**config.mk**
```make
export PLATFORM = sky130hd
export DESIGN_NAME = tws_write_slave
export DESIGN_NICKNAME = d
export VERILOG_FILES = /design/src/rtl/tws_pkg.sv /design/src/rtl/tws_sync.sv /design/src/rtl/tws_ctrl.sv /design/src/rtl/tws_dpath.sv /design/src/rtl/tws_write_slave.sv
export SDC_FILE = /design/constraint.sdc
export NUM_CORES = 1
export LEC_CHECK = 0
export ABC_AREA = 1
export BUFFER_PORTS_ARGS = -buffer_cell sky130_fd_sc_hd__buf_2
export CORE_MARGIN = 10
export CORE_UTILIZATION = 28
export CTS_CLUSTER_DIAMETER = 150
export DETAILED_ROUTE_END_ITERATION = 6
export PLACE_DENSITY = 0.52
export SLEW_MARGIN = 10
export SYNTH_ARGS = -nofsm -noshare
export SYNTH_HDL_FRONTEND = slang
export SYNTH_SLANG_ARGS = --single-unit
```
**constraint.sdc**
```tcl
create_clock -name clk -period 2.4 [get_ports clk]
set_clock_uncertainty 0.15 [all_clocks]
set_input_delay 0.24 -clock clk [delete_from_list [all_inputs] [get_ports clk]]
set_output_delay 0.24 -clock clk [all_outputs]
set_load 0.02 [all_outputs]
```
**src/rtl/tws_pkg.sv**
```systemverilog
package tws_pkg;
  // Strobes from control to datapath, valid for one system clock cycle
  typedef struct packed {
    logic shiftEn;  // capture one serial bit
    logic loadEn;   // commit the shift register to the write port
  } twsStrobes_t;
endpackage

```
**src/rtl/tws_sync.sv**
```systemverilog
module tws_sync #(
  parameter int WIDTH  = 3,
  parameter int STAGES = 2
) (
  input  logic             clk,
  input  logic             rstN,
  input  logic [WIDTH-1:0] asyncIn,
  output logic [WIDTH-1:0] syncOut
);
  for (genvar i = 0; i < WIDTH; i++) begin : gLine
    logic [STAGES-1:0] chain;
    always_ff @(posedge clk) begin
      if (!rstN) chain <= '0;
      else       chain <= {chain[STAGES-2:0], asyncIn[i]};
    end
    assign syncOut[i] = chain[STAGES-1];
  end
endmodule

```
**src/rtl/tws_ctrl.sv**
```systemverilog
module tws_ctrl
  import tws_pkg::*;
#(
  parameter int WORD_W = 16
) (
  input  logic        clk,
  input  logic        rstN,
  input  logic        enable,
  input  logic        sclkSync,
  input  logic        latchSync,
  output twsStrobes_t strobes
);
  localparam int CNT_W = $clog2(WORD_W + 1);
  localparam logic [CNT_W-1:0] FULL = CNT_W'(WORD_W);

  logic             sclkPrev, latchPrev;
  logic [CNT_W-1:0] bitCount;
  logic             sclkRise, latchRise, wordFull;

  assign sclkRise  = sclkSync & ~sclkPrev;
  assign latchRise = latchSync & ~latchPrev;
  assign wordFull  = (bitCount == FULL);

  always_ff @(posedge clk) begin
    if (!rstN) begin
      sclkPrev  <= 1'b0;
      latchPrev <= 1'b0;
    end else begin
      sclkPrev  <= sclkSync;
      latchPrev <= latchSync;
    end
  end

  // Saturating count of bits since the last latch; cleared when idle
  always_ff @(posedge clk) begin
    if (!rstN || !enable)      bitCount <= '0;
    else if (latchRise)        bitCount <= '0;
    else if (sclkRise && !wordFull) bitCount <= bitCount + 1'b1;
  end

  always_comb begin
    strobes.shiftEn = enable & sclkRise & ~latchRise;
    strobes.loadEn  = enable & latchRise & wordFull;
  end
endmodule

```
**src/rtl/tws_dpath.sv**
```systemverilog
module tws_dpath
  import tws_pkg::*;
#(
  parameter int ADDR_W = 7,
  parameter int DATA_W = 9
) (
  input  logic              clk,
  input  logic              rstN,
  input  twsStrobes_t       strobes,
  input  logic              dataSync,
  output logic              wrEn,
  output logic [ADDR_W-1:0] wrAddr,
  output logic [DATA_W-1:0] wrData
);
  localparam int WORD_W = ADDR_W + DATA_W;

  logic [WORD_W-1:0] shiftReg;

  always_ff @(posedge clk) begin
    if (!rstN)                shiftReg <= '0;
    else if (strobes.shiftEn) shiftReg <= {shiftReg[WORD_W-2:0], dataSync};
  end

  always_ff @(posedge clk) begin
    if (!rstN) begin
      wrEn   <= 1'b0;
      wrAddr <= '0;
      wrData <= '0;
    end else begin
      wrEn <= strobes.loadEn;
      if (strobes.loadEn) begin
        wrAddr <= shiftReg[WORD_W-1:DATA_W];
        wrData <= shiftReg[DATA_W-1:0];
      end
    end
  end
endmodule

```
**src/rtl/tws_write_slave.sv**
```systemverilog
module tws_write_slave
  import tws_pkg::*;
#(
  parameter int ADDR_W      = 7,
  parameter int DATA_W      = 9,
  parameter int SYNC_STAGES = 2
) (
  input  logic              clk,
  input  logic              rstN,
  input  logic              threeWireSel,
  input  logic              serClk,
  input  logic              serData,
  input  logic              serLatch,
  output logic              wrEn,
  output logic [ADDR_W-1:0] wrAddr,
  output logic [DATA_W-1:0] wrData
);
  localparam int WORD_W = ADDR_W + DATA_W;

  logic [2:0]  syncLines;
  twsStrobes_t strobes;

  tws_sync #(.WIDTH(3), .STAGES(SYNC_STAGES)) uSync (
    .clk     (clk),
    .rstN    (rstN),
    .asyncIn ({serLatch, serData, serClk}),
    .syncOut (syncLines)
  );

  tws_ctrl #(.WORD_W(WORD_W)) uCtrl (
    .clk       (clk),
    .rstN      (rstN),
    .enable    (threeWireSel),
    .sclkSync  (syncLines[0]),
    .latchSync (syncLines[2]),
    .strobes   (strobes)
  );

  tws_dpath #(.ADDR_W(ADDR_W), .DATA_W(DATA_W)) uDpath (
    .clk      (clk),
    .rstN     (rstN),
    .strobes  (strobes),
    .dataSync (syncLines[1]),
    .wrEn     (wrEn),
    .wrAddr   (wrAddr),
    .wrData   (wrData)
  );
endmodule

```
==> summary.txt <==
CTS
  • Total CTS buffers: 5
  • TritonCTS clock tree: built
  • Clock sink total: 46
  • Post-CTS setup buffer count: 0
  • H-tree level count: 2
  • Clk slew on worst S/H paths: 90 ps
  • Clk root buf: clkbuf_8
  • Worst-Skew Late Latency: ~300 ps
  • Clock Tree Buf Depth: 2
  • PostCTS Resize Cnt: 0

Yosys
  • Mapped Avg Cell Area: roughly 7.3 sq um
  • Synth top area share: 50.3%
  • Yosys reg bits: between 40 and 50
  • Synth cell types: 20
  • Cell count after synthesis: 250
  • Yosys Warn Count: 0
  • Mapped Nets: approximately 260
  • Yosys top cell by area: dfxtp_1
  • Seq/Total Area, Yosys: between 50% and 60%
  • Post-Syn Area: about 1800 sq um
  • Ranking of synthesized cells by area: dfxtp_1 50%, nor2_1 14%, nand2_1 11%

Outcome
  • Status: finished clean

Worst setup path
  • CP max stage cell: nor2_8
  • WS Path Type: register to register
  • Startpoint types: register
  • CP max FO: 32
  • CP endpoint kind: register
  • Cell mode on critical path: nand2_1
  • Critical Path AT: 1670 ps
  • Crit path max-delay family: simple AND/OR/NAND/NOR gates
  • CP required: around 2500 ps
  • Crit-path cells: inv_1, ha_1, nand2_1, inv_1, nand2_4, nor2_8, nand2_1, nand2_1, nor2_1
  • Delay of the slowest critical-path stage: roughly 360 ps
  • Worst path bufs/invs: 2

Floorplan
  • DIE AREA: 10200 sq um
  • Die Wd: between 100 and 150 um
  • Initial Util: 28.8%
  • Core area: 6350 sq um
  • Total I/O pin count: 23
  • Die H: around 100 um
  • # rows: 29

Timing
  • Least-Margin Pin Slew: about 400 ps
  • Hold Vio Cnt, Final: 0
  • Setup_tns: 0 ps
  • RSZ-0062 raised after global routing: no
  • F_max: around 610 MHz
  • Normalized max-slew margin: around three quarters
  • Pins Over Slew Limit: 0
  • Final setup fails: 0
  • Period utilization: just under 70%
  • Min Tclk post-route: about 1600 ps

Placed design
  • IO buf count: 22
  • DP Wirelength: 2180 um
  • GP Congestion: 0.816
  • Placed Cells: around 340

Global routing
  • Antenna violations before repair: 0
  • Total track usage: under 10%
  • Vias in the first global route: about 1300
  • First-pass GRT wire length: ~6000 um
  • Largest net degree at the start of global routing: 33
  • Grt ovf: 0

Layout
  • Final core utilization: 33.1%
  • Share of post-route cells with drive strength above 1: between 10% and 20%
  • Synthesis-to-finish area growth: 14.9%
  • N_diodes: 0
  • Final cell count without fillers: 352
  • Most frequent cells in the layout: 69 x nor2_1, 55 x nand2_1, 46 x dfxtp_1, 36 x inv_1, 22 x buf_2
  • Fillers: 682
  • Most common cell after layout, fill and taps aside: nor2_1
  • Nets: 282

Route
  • Routed length per instance: just over 9 um
  • Antenna viol nets, final: 0
  • Via density per instance: 4.00
  • DRC: 0
  • Via count: about 1400
  • Drt first pass iters: 4
  • DRT iter0 DRCs: a little under 90
  • Final WL: around 3200 um

Power
  • Worst-case vdd ir drop: 0.273 mV
  • Leakage: between 0.9 and 1 nW
  • Power density over cell area: between 600 and 700 nW/um^2

Min path
  • Class of the worst hold path: primary input to register

Run
  • Max_cap viols: 0
==> flip-flops by register name, indices dropped and copies added (netlist names) <==
register           count
uDpath.wrData          9
uSync.gLine.chain      6
uDpath.shiftReg       16
uCtrl.bitCount         5
uDpath.wrEn            1
uDpath.wrAddr          7
uCtrl.sclkPrev         1
uCtrl.latchPrev        1
==> power breakdown <==
part	leakage [nW]	internal (W)	total, W	switching (W)
clock network	0.0447	0.000210	0.000487	0.000276
logic	0.525	0.0000256	0.0000658	0.0000402
registers	0.373	0.000777	0.000786	0.00000863
==> cells in the mapped netlist <==
library cell,number
nand3_4,1
buf_1,1
ha_1,2
buf_6,4
nand4_1,2
a21oi_1,3
o21ai_1,10
buf_2,1
inv_1,36
o21ai_0,6
nor2_2,1
dfxtp_1,46
nor2_8,2
nor3b_1,1
clkbuf_1,3
nor2_1,69
clkinv_2,1
nand3_1,5
nand2_4,1
nand2_1,55
==> stage by stage <==
| step | power, W | instance area [sq um] | setup slack (ps) | hold WS, ps |
|---|---|---|---|---|
| 6_report | 0.00134 | 2100 | 773 | 163 |
| 3_3_place_gp | 0.000866 | 1980 | 788 | 244 |
| 4_1_cts | 0.00136 | 2100 | 742 | 158 |
| 2_1_floorplan | 0.000851 | 1830 | 1010 | 188 |
| 3_5_place_dp | 0.000867 | 1980 | 762 | 249 |
| 5_1_grt | 0.00141 | 2100 | 582 | 181 |
==> worst paths after layout <==
check,from,to,slack [ps],cells past startpoint
setup / recovery,uCtrl.bitCount[0],uDpath.wrAddr[0],770,9
hold / removal,rstN,uCtrl.latchPrev,160,3
setup reg to reg,uCtrl.bitCount[0],uDpath.wrAddr[0],770,9
hold reg to reg,uSync.gLine[0].chain[0],uSync.gLine[0].chain[1],270,2
==> repair_timing <==
action,CTS,global route
hold buffers,3,0
endpoints found under the hold margin,3,0
endpoints found under the setup margin,0,0
==> kinds of logic (layout without fill, tap and decap cells) <==
logic type,count (synthesis),count (layout),synth area share (%)
buffers and inverters,46,71,11.2
adders and majority gates,2,2,1.37
DFF,46,46,50.3
AOI/OAI and AO/OA,19,19,5.19
and+or+nand+nor,137,137,32.0
==> layer usage <==
metal | wire [um] | share of wire, % | GRT usage [%] | vias up
li1 | - | - | - | 786
met1 | 1600 | 49 | 8.08 | 603
met2 | 1450 | 45 | 11.4 | 18
met3 | 153 | 4.7 | 2.74 | 2
met4 | 40 | 1.2 | 3.26 | 0
met5 | 0 | 0 | 0 | -
==> worst min-delay path: stages <==
cell	delay (ps)
buf_2	210
nand2_1	90
inv_1	30
==> layout make-up <==
class / instances / area [sq um] / share of cell area (%)
Clock inverter: 3 / 25.0 / 1.19
Multi-Input combinational cell: 158 / 706 / 33.5
Timing Repair Buffer: 26 / 148 / 7.02
Tap cell: 77 / 96.3 / 4.58
Inverter: 37 / 140 / 6.66
Clock buffer: 5 / 68.8 / 3.27
Sequential cell: 46 / 921 / 43.8
No activity file was read; power rests on OpenSTA's default activity.
